--- src/rtl/tfc_pkg.sv ---
package tfc_pkg;

    typedef enum logic [1:0] {
        PWR_ACTIVE = 2'd0,
        PWR_IDLE   = 2'd1,
        PWR_SLEEP  = 2'd2
    } pwr_e;

    typedef enum logic [2:0] {
        TF_DATA    = 3'd0,
        TF_ERRFEAT = 3'd1,
        TF_COUNT   = 3'd2,
        TF_SECNUM  = 3'd3,
        TF_CYLLO   = 3'd4,
        TF_CYLHI   = 3'd5,
        TF_HEAD    = 3'd6,
        TF_STATCMD = 3'd7
    } tf_off_e;

    localparam logic [2:0] CTL_ALTSTAT = 3'd6;
    localparam logic [2:0] CTL_DRVADDR = 3'd7;

    localparam logic [7:0] OP_QUERY_PWR = 8'hE5;
    localparam logic [7:0] OP_GO_IDLE   = 8'hE1;
    localparam logic [7:0] OP_GO_SLEEP  = 8'hE6;
    localparam logic [7:0] RESP_AWAKE   = 8'hFF;
    localparam logic [7:0] RESP_ASLEEP  = 8'h00;

    localparam int ST_BSY    = 7;
    localparam int ST_DRDY   = 6;
    localparam int ST_ERR    = 0;
    localparam int ERR_CRC   = 7;
    localparam int ERR_ABRT  = 2;
    localparam int DCTL_SRST = 2;
    localparam int HEAD_LBA  = 6;
    localparam int HEAD_DEV  = 4;

    typedef struct packed {
        logic [7:0] data;
        logic [7:0] err;
        logic [7:0] count;
        logic [7:0] secnum;
        logic [7:0] cyllo;
        logic [7:0] cylhi;
        logic [7:0] head;
    } tf_regs_t;

    typedef struct packed {
        logic       done;
        logic       abort;
        logic       cnt_we;
        logic [7:0] cnt_val;
    } cmd_result_t;

    function automatic tf_regs_t tf_defaults();
        tf_regs_t r;
        r.data   = 8'h00;
        r.err    = 8'h00;
        r.count  = 8'h01;
        r.secnum = 8'h01;
        r.cyllo  = 8'h00;
        r.cylhi  = 8'h00;
        r.head   = 8'h00;
        return r;
    endfunction

    function automatic logic [27:0] lba_of(tf_regs_t r);
        return {r.head[3:0], r.cylhi, r.cyllo, r.secnum};
    endfunction

    function automatic logic op_supported(logic [7:0] op);
        return (op == OP_QUERY_PWR) || (op == OP_GO_IDLE) || (op == OP_GO_SLEEP);
    endfunction

    function automatic logic [7:0] drive_addr_of(logic [7:0] head);
        return {2'b11, ~head[3:0], ~head[HEAD_DEV], head[HEAD_DEV]};
    endfunction

endpackage

--- src/rtl/tfc_hs_seq.sv ---
module tfc_hs_seq
    import tfc_pkg::*;
#(
    parameter int HS_CYCLES = 8
) (
    input  logic clk,
    input  logic rst,
    input  logic is_master,
    input  logic peer_here,
    input  logic peer_ok,
    output logic window,
    output logic found,
    output logic passed
);
    localparam int CW = (HS_CYCLES > 1) ? $clog2(HS_CYCLES) : 1;

    logic [CW-1:0] cnt_q;

    always_ff @(posedge clk) begin
        if (rst) begin
            window <= 1'b1;
            cnt_q  <= CW'(HS_CYCLES - 1);
            found  <= 1'b0;
            passed <= 1'b0;
        end else if (window) begin
            if (is_master && peer_here) begin
                found <= 1'b1;
            end
            if (cnt_q == '0) begin
                window <= 1'b0;
                passed <= is_master && (found || peer_here) && peer_ok;
            end else begin
                cnt_q <= cnt_q - 1'b1;
            end
        end
    end

    // handshake results only move inside the window
    p_frozen_after_window_r11: assert property (@(posedge clk) disable iff (rst)
        !window |=> ($stable(found) && $stable(passed)));

    // a pass verdict implies the peer was seen
    p_pass_needs_found_r11: assert property (@(posedge clk) disable iff (rst)
        passed |-> found);

endmodule

--- src/rtl/tfc_cmd_seq.sv ---
module tfc_cmd_seq
    import tfc_pkg::*;
#(
    parameter int CMD_CYCLES = 6
) (
    input  logic        clk,
    input  logic        rst,
    input  logic        hold,
    input  logic        cmd_wr,
    input  logic [7:0]  cmd_code,
    output logic        busy,
    output pwr_e        pwr,
    output cmd_result_t res
);
    localparam int CW = (CMD_CYCLES > 1) ? $clog2(CMD_CYCLES) : 1;

    logic [CW-1:0] cnt_q;
    logic [7:0]    op_q;
    logic          finish;
    pwr_e          pwr_next;

    always_comb begin
        finish      = busy && (cnt_q == '0) && !hold;
        res.done    = finish;
        res.abort   = finish && !op_supported(op_q);
        res.cnt_we  = finish && (op_q == OP_QUERY_PWR);
        res.cnt_val = (pwr == PWR_SLEEP) ? RESP_ASLEEP : RESP_AWAKE;
        if (op_q == OP_GO_IDLE) begin
            pwr_next = PWR_IDLE;
        end else if (op_q == OP_GO_SLEEP) begin
            pwr_next = PWR_SLEEP;
        end else if (pwr == PWR_SLEEP) begin
            pwr_next = PWR_ACTIVE;
        end else begin
            pwr_next = pwr;
        end
    end

    always_ff @(posedge clk) begin
        if (rst) begin
            busy  <= 1'b0;
            cnt_q <= '0;
            op_q  <= '0;
            pwr   <= PWR_ACTIVE;
        end else if (hold) begin
            busy <= 1'b0;
            pwr  <= PWR_ACTIVE;
        end else if (cmd_wr) begin
            busy  <= 1'b1;
            cnt_q <= CW'(CMD_CYCLES - 1);
            op_q  <= cmd_code;
        end else if (busy) begin
            if (cnt_q == '0) begin
                busy <= 1'b0;
                pwr  <= pwr_next;
            end else begin
                cnt_q <= cnt_q - 1'b1;
            end
        end
    end

    // busy only rises after an accepted command write
    p_busy_from_write_r4: assert property (@(posedge clk) disable iff (rst)
        $rose(busy) |-> $past(cmd_wr));

    // the power state changes only at command completion or soft reset
    p_pwr_moves_on_finish_r9: assert property (@(posedge clk) disable iff (rst)
        (!finish && !hold) |=> $stable(pwr));

    // soft reset cancels a command in flight
    p_hold_cancels_r10: assert property (@(posedge clk) disable iff (rst)
        hold |=> !busy);

endmodule

--- src/rtl/tfc_regfile.sv ---
module tfc_regfile
    import tfc_pkg::*;
(
    input  logic        clk,
    input  logic        rst,
    input  logic        hold,
    input  logic        wr_en,
    input  logic [2:0]  addr,
    input  logic [7:0]  wdata,
    input  logic        cmd_start,
    input  logic        crc_evt,
    input  cmd_result_t res,
    output tf_regs_t    regs
);
    always_ff @(posedge clk) begin
        if (rst || hold) begin
            regs <= tf_defaults();
        end else begin
            if (wr_en) begin
                case (tf_off_e'(addr))
                    TF_DATA:   regs.data   <= wdata;
                    TF_COUNT:  regs.count  <= wdata;
                    TF_SECNUM: regs.secnum <= wdata;
                    TF_CYLLO:  regs.cyllo  <= wdata;
                    TF_CYLHI:  regs.cylhi  <= wdata;
                    TF_HEAD:   regs.head   <= wdata;
                    default: ;
                endcase
            end
            if (cmd_start) begin
                regs.err <= 8'h00;
            end
            if (res.done && res.abort) begin
                regs.err[ERR_ABRT] <= 1'b1;
            end
            if (res.cnt_we) begin
                regs.count <= res.cnt_val;
            end
            if (crc_evt) begin
                regs.err[ERR_CRC] <= 1'b1;
            end
        end
    end

    // the query response is only ever the awake or asleep code
    p_query_codes_r8: assert property (@(posedge clk) disable iff (rst)
        res.cnt_we |-> ((res.cnt_val == RESP_AWAKE) || (res.cnt_val == RESP_ASLEEP)));

    // a reported CRC error is recorded
    p_crc_sets_flag_r7: assert property (@(posedge clk) disable iff (rst)
        (crc_evt && !hold) |=> regs.err[ERR_CRC]);

    // an accepted command starts with a clean error register
    p_err_cleared_r6: assert property (@(posedge clk) disable iff (rst)
        (cmd_start && !crc_evt && !hold) |=> (regs.err == 8'h00));

endmodule

--- src/rtl/ata_taskfile_ctrl.sv ---
module ata_taskfile_ctrl
    import tfc_pkg::*;
#(
    parameter int CMD_CYCLES = 6,
    parameter int HS_CYCLES  = 8
) (
    input  logic        clk,
    input  logic        rst,
    input  logic        dev_is_master,
    input  logic        host_ctl_sel,
    input  logic [2:0]  host_addr,
    input  logic        host_wr,
    input  logic        host_rd,
    input  logic [7:0]  host_wdata,
    output logic [7:0]  host_rdata,
    input  logic        xfer_crc_err,
    input  logic        peer_present,
    input  logic        peer_diag_pass,
    output logic        bsy,
    output logic [1:0]  pwr_state,
    output logic [27:0] lba,
    output logic        lba_mode,
    output logic        peer_found,
    output logic        peer_passed
);
    logic        srst_q;
    logic        hs_window;
    logic        cmd_busy;
    logic        drdy;
    logic        cmdblk_wr;
    logic        cmd_wr;
    logic [7:0]  status;
    pwr_e        pwr;
    cmd_result_t res;
    tf_regs_t    regs;

    always_ff @(posedge clk) begin
        if (rst) begin
            srst_q <= 1'b0;
        end else if (host_wr && host_ctl_sel && (host_addr == CTL_ALTSTAT)) begin
            srst_q <= host_wdata[DCTL_SRST];
        end
    end

    always_comb begin
        bsy       = hs_window || srst_q || cmd_busy;
        drdy      = !hs_window && !srst_q;
        cmdblk_wr = host_wr && !host_ctl_sel && !bsy;
        cmd_wr    = cmdblk_wr && (tf_off_e'(host_addr) == TF_STATCMD);
        status           = 8'h00;
        status[ST_BSY]   = bsy;
        status[ST_DRDY]  = drdy;
        status[ST_ERR]   = |regs.err;
    end

    tfc_hs_seq #(.HS_CYCLES(HS_CYCLES)) u_hs (
        .clk       (clk),
        .rst       (rst),
        .is_master (dev_is_master),
        .peer_here (peer_present),
        .peer_ok   (peer_diag_pass),
        .window    (hs_window),
        .found     (peer_found),
        .passed    (peer_passed)
    );

    tfc_cmd_seq #(.CMD_CYCLES(CMD_CYCLES)) u_cmd (
        .clk      (clk),
        .rst      (rst),
        .hold     (srst_q),
        .cmd_wr   (cmd_wr),
        .cmd_code (host_wdata),
        .busy     (cmd_busy),
        .pwr      (pwr),
        .res      (res)
    );

    tfc_regfile u_regs (
        .clk       (clk),
        .rst       (rst),
        .hold      (srst_q),
        .wr_en     (cmdblk_wr),
        .addr      (host_addr),
        .wdata     (host_wdata),
        .cmd_start (cmd_wr),
        .crc_evt   (xfer_crc_err),
        .res       (res),
        .regs      (regs)
    );

    always_comb begin
        host_rdata = 8'h00;
        if (host_rd) begin
            if (bsy) begin
                host_rdata = status;
            end else if (host_ctl_sel) begin
                if (host_addr == CTL_ALTSTAT) begin
                    host_rdata = status;
                end else if (host_addr == CTL_DRVADDR) begin
                    host_rdata = drive_addr_of(regs.head);
                end
            end else begin
                case (tf_off_e'(host_addr))
                    TF_DATA:    host_rdata = regs.data;
                    TF_ERRFEAT: host_rdata = regs.err;
                    TF_COUNT:   host_rdata = regs.count;
                    TF_SECNUM:  host_rdata = regs.secnum;
                    TF_CYLLO:   host_rdata = regs.cyllo;
                    TF_CYLHI:   host_rdata = regs.cylhi;
                    TF_HEAD:    host_rdata = regs.head;
                    default:    host_rdata = status;
                endcase
            end
        end
    end

    assign pwr_state = pwr;
    assign lba       = lba_of(regs);
    assign lba_mode  = regs.head[HEAD_LBA];

    // command-block writes during busy leave the task file untouched
    p_busy_write_dropped_r5: assert property (@(posedge clk) disable iff (rst)
        (bsy && host_wr && !host_ctl_sel && !srst_q)
            |=> ($stable(regs.secnum) && $stable(regs.head) && $stable(regs.data)));

    // a held soft reset forces the active power state
    p_srst_wakes_r10: assert property (@(posedge clk) disable iff (rst)
        srst_q |=> (pwr_state == PWR_ACTIVE));

    // ready is never reported while the hard-reset window is open
    p_no_ready_in_window_r1: assert property (@(posedge clk) disable iff (rst)
        hs_window |-> (bsy && !status[ST_DRDY]));

endmodule

--- config.mk ---
export PLATFORM = sky130hd
export DESIGN_NAME = ata_taskfile_ctrl
export DESIGN_NICKNAME = d
export VERILOG_FILES = /design/src/rtl/tfc_pkg.sv /design/src/rtl/tfc_hs_seq.sv /design/src/rtl/tfc_cmd_seq.sv /design/src/rtl/tfc_regfile.sv /design/src/rtl/ata_taskfile_ctrl.sv
export SDC_FILE = /design/constraint.sdc
export NUM_CORES = 1
export LEC_CHECK = 0
export ABC_CLOCK_PERIOD_IN_PS = 4500
export CORE_MARGIN = 2
export CORE_UTILIZATION = 57
export DETAILED_ROUTE_END_ITERATION = 10
export PLACE_DENSITY = 0.92
export RECOVER_POWER = 50
export SLEW_MARGIN = 10
export SYNTH_ARGS = -nofsm -noshare
export SYNTH_HDL_FRONTEND = slang
export SYNTH_SLANG_ARGS = --single-unit
--- constraint.sdc ---
create_clock -name clk -period 4.5 [get_ports clk]
set_input_delay 0.9 -clock clk [delete_from_list [all_inputs] [get_ports clk]]
set_output_delay 0.9 -clock clk [all_outputs]
set_load 0.05 [all_outputs]
==> reports/qor.log <==
INFO  status         outcome=finished, violations left
INFO  status         violations=capacitance limit, slew limit
INFO  route          remaining_drc_errors=0
INFO  route          route.vias.total=3223
INFO  final_layout   area.growth.synth_to_final=18.26%
INFO  route          avgRoutedWirePerCell=17.05µm
INFO  final_layout   final.fill_count=474
INFO  clocking       post_cts.repair.setup_buffers=0
INFO  synth          synth_top_area_share=38.26%
INFO  setup_path     crit_path_top_delay_cell=sky130_fd_sc_hd__dlygate4sd3_1
INFO  setup_path     worstPathMaxFanout=10
INFO  setup_path     worst_setup_path_start_kind=input port
INFO  sta            timing_hold_violations_final=0
INFO  route          vias_per_cell=6.070
INFO  global_routing gr-total-overflow=0
INFO  pwr            pwr_density_cell=289.2nW/µm²
INFO  global_routing grt_max_degree=54
INFO  global_routing via_count_of_the_first_global_routing_pass=3071
INFO  clocking       worstSkewPairLatency=0.36ns
INFO  pwr            vdd_ir_drop_max=0.2415mV
INFO  sta            final_period_minus_worst_setup_slack=4.032ns
INFO  route          drt-total-wl=9055µm
INFO  placement      placedInstanceArea=4190µm²
INFO  final_layout   highest_count_cells_in_the_layout_ignoring_fill_and_taps=71 x sky130_fd_sc_hd__dfxtp_1, 54 x sky130_fd_sc_hd__nor2_1, 49 x sky130_fd_sc_hd__mux2i_1
INFO  die            chipHeight=84.73µm
INFO  die            dieWidth=84.73µm
INFO  die            core.rowCount=29
INFO  clocking       cts_hold_buffers=0
INFO  die            io_pins=62
INFO  setup_path     worst-endpoint-arrival=3.13ns
INFO  synth          most_frequently_used_flop_master_after_synthesis=sky130_fd_sc_hd__dfxtp_1
INFO  final_layout   layout.cell_area.non_filler=4393µm²
INFO  sta            slew_violations=54
INFO  global_routing grtUsageTotal=26.13%
INFO  clocking       max-clock-path-buffers=2
INFO  global_routing grt_pass1_wl=14940µm
INFO  synth          post_synth.cell_area_avg=8.700µm²
INFO  setup_path     cp_top_family=buffers and inverters
INFO  flow_run       timing.max_cap.violations=1
INFO  pwr            static-leakage-power=1.715nW
INFO  clocking       cts_tree=yes
INFO  placement      place_worst_setup_slack=0.6176ns
INFO  synth          synth.distinct_cells=49
INFO  clocking       cts.reportedPaths.clkPinSlew=0.07ns
INFO  sta            min_period_over_period=89.60%
INFO  setup_path     slowest_delay=0.83ns
INFO  setup_path     path_buf_inv=2
INFO  route          dr_pass1_iterations=5
INFO  setup_path     critical_path.cell_chain=dlygate4sd3_1, nor2b_1, a2bb2oi_1, a2111oi_0, o21a_1, buf_12
INFO  die            die-area=7179µm²
INFO  synth          synth_edf_count=0
INFO  clocking       cts_buffers=9
INFO  setup_path     end_kind=output pin
INFO  sta            finalSetupViolCount=0
INFO  synth          synth.ff_latch_count=71
INFO  placement      gp_routability_congestion=0.8907
INFO  clocking       htree_num_levels=3
INFO  synth          post_synth_instance_area=3715µm²
INFO  sta            finalSetupTns=0ns
INFO  clocking       ctsRootBufferMaster=sky130_fd_sc_hd__clkbuf_8
INFO  sta            worst-slew-pin-transition=1.830ns
INFO  die            core_area=6314µm²
INFO  global_routing grt_antenna_before_repair=0
INFO  sta            timing.clock.skew=0.009626ns
INFO  placement      sum_of_net_half_perimeters_after_detailed_placement=6217µm
INFO  clocking       number_of_gates_resized_after_cts=0
INFO  sta            finalHoldWorstSlack=0.4630ns
INFO  synth          ys_seq_area_share=38.26%
INFO  route          drt.antenna.violating_nets=0
INFO  die            floorplan.initialDensity=58.84%
INFO  synth          synth_warnings=0
INFO  worst_hold_path min-delay-path-class=reg2reg
INFO  synth          synth_top_area_cell=sky130_fd_sc_hd__dfxtp_1
INFO  final_layout   nNetsFinal=473
INFO  sta            worst_slack=0.4679ns
INFO  synth          netlist_instances=427
INFO  setup_path     cp.required=3.60ns
INFO  synth          syn-num-nets=451
INFO  final_layout   number_of_antenna_cells_inserted=0
INFO  synth          synth_area_leaders=sky130_fd_sc_hd__dfxtp_1 38%, sky130_fd_sc_hd__mux2i_1 13%, sky130_fd_sc_hd__buf_4 5.7%, sky130_fd_sc_hd__nor2_1 5.5%, sky130_fd_sc_hd__nand2_1 3.9%
INFO  route          detail_route.iter0.violations=326
INFO  sta            slew_headroom=-21.97%
INFO  sta            fmax=0.2480GHz
INFO  synth          ys_async_sr_fraction=0%
INFO  final_layout   mostFrequentLayoutCell=sky130_fd_sc_hd__dfxtp_1
INFO  setup_path     setup.worst_path.class=in2out
INFO  final_layout   drive_gt1_share=9.031%
INFO  placement      placement.io_buffers=61
INFO  sta            rsz_0062_raised_after_global_routing=no
INFO  clocking       cts_sinks=71
-- path summary, 6_finish.rpt --
path	startpoint	end	slack (ns)	cells past startpoint
hold / removal	u_cmd.op_q[6]	u_cmd.op_q[6]	0.46	2
setup reg to reg	srst_q	u_regs.regs[33]	2.19	2
setup / recovery	host_addr[1]	host_rdata[5]	0.47	6
hold reg to reg	u_cmd.op_q[6]	u_cmd.op_q[6]	0.46	2
-- worst reg2reg max path, stage by stage (launching register included) --
cell and delay, ns:
sky130_fd_sc_hd__dfxtp_1 0.53, sky130_fd_sc_hd__or2_1 1.40, sky130_fd_sc_hd__a221oi_1 0.16
-- sequential cells by signal (all words and copies together), names as in the netlist --
signal and cells:
u_cmd.busy 1, u_hs.found 1, u_regs.regs 50, u_cmd.cnt_q 3, u_cmd.pwr 2, u_hs.cnt_q 3
u_hs.passed 1, srst_q 1, u_cmd.op_q 8, u_hs.window 1
-- routing by layer --
metal  vias to the layer above  part of all wire, %  global-route usage (%)
li1                       1521                    -                       -
met1                      1555                   44                   34.50
met2                       130                   48                   41.23
met3                        17                  5.9                   5.998
met4                         0                  2.0                   10.97
met5                         -                    0                       0
-- kinds of logic after synthesis --
| group | synth area share (%) |
|---|---|
| and+or+nand+nor | 19.33 |
| AOI/OAI and AO/OA | 15.22 |
| buffers and inverters | 10.58 |
| DFF | 38.26 |
| muxes | 15.02 |
| adders and majority gates | 1.347 |
| xor gates and xnor gates | 0.2358 |
-- metrics by stage --
step / util, % / std cells / total power, W
6_report: 69.58 / 531 / 0.001271
5_1_grt: 69.58 / 531 / 0.001313
4_1_cts: 69.58 / 531 / 0.001272
3_5_place_dp: 66.37 / 515 / 0.0007640
3_3_place_gp: 66.37 / 515 / 0.0007613
2_1_floorplan: - / 427 / 0.0007199
-- final cells by class --
cell class                 instances  area, µm²  area share, %
multi-input combinational        283       1901          43.26
sequential                        71       1421          32.36
inverter                          19      76.32          1.737
timing repair buffer              65      695.7          15.84
clock inverter                     7      78.83          1.794
clock buffer                       9      123.9          2.820
tap                               77      96.34          2.193
-- synth_stat cells, types with 2 or more instances --
cell type,count
sky130_fd_sc_hd__nand2b_1,6
sky130_fd_sc_hd__dfxtp_1,71
sky130_fd_sc_hd__nand2_1,39
sky130_fd_sc_hd__buf_4,28
sky130_fd_sc_hd__nor2b_1,3
sky130_fd_sc_hd__nand3b_1,5
sky130_fd_sc_hd__buf_2,7
sky130_fd_sc_hd__nor3_1,3
sky130_fd_sc_hd__nand4_1,4
sky130_fd_sc_hd__mux2i_1,49
sky130_fd_sc_hd__nor2_1,54
sky130_fd_sc_hd__mux2_2,6
sky130_fd_sc_hd__o21a_1,4
sky130_fd_sc_hd__a211oi_1,3
sky130_fd_sc_hd__ha_1,4
sky130_fd_sc_hd__nand3_1,6
sky130_fd_sc_hd__and3b_1,3
sky130_fd_sc_hd__a31oi_1,2
sky130_fd_sc_hd__nor4_4,3
sky130_fd_sc_hd__clkbuf_1,17
sky130_fd_sc_hd__a221oi_1,12
sky130_fd_sc_hd__o311a_1,2
sky130_fd_sc_hd__o21ai_0,12
sky130_fd_sc_hd__a21oi_1,28
sky130_fd_sc_hd__nor3_4,2
sky130_fd_sc_hd__buf_1,2
sky130_fd_sc_hd__inv_1,18
sky130_fd_sc_hd__a2bb2oi_1,3
sky130_fd_sc_hd__a21boi_0,2
sky130_fd_sc_hd__a211o_1,6
sky130_fd_sc_hd__and3_1,5
-- power by group --
group | internal, W | total (W) | switching [W]
clock | 0.000260 | 0.000520 | 0.000260
sequential | 0.000633 | 0.000637 | 0.00000375
combinational | 0.0000433 | 0.000114 | 0.0000705
No activity file was read; power rests on OpenSTA's default activity.
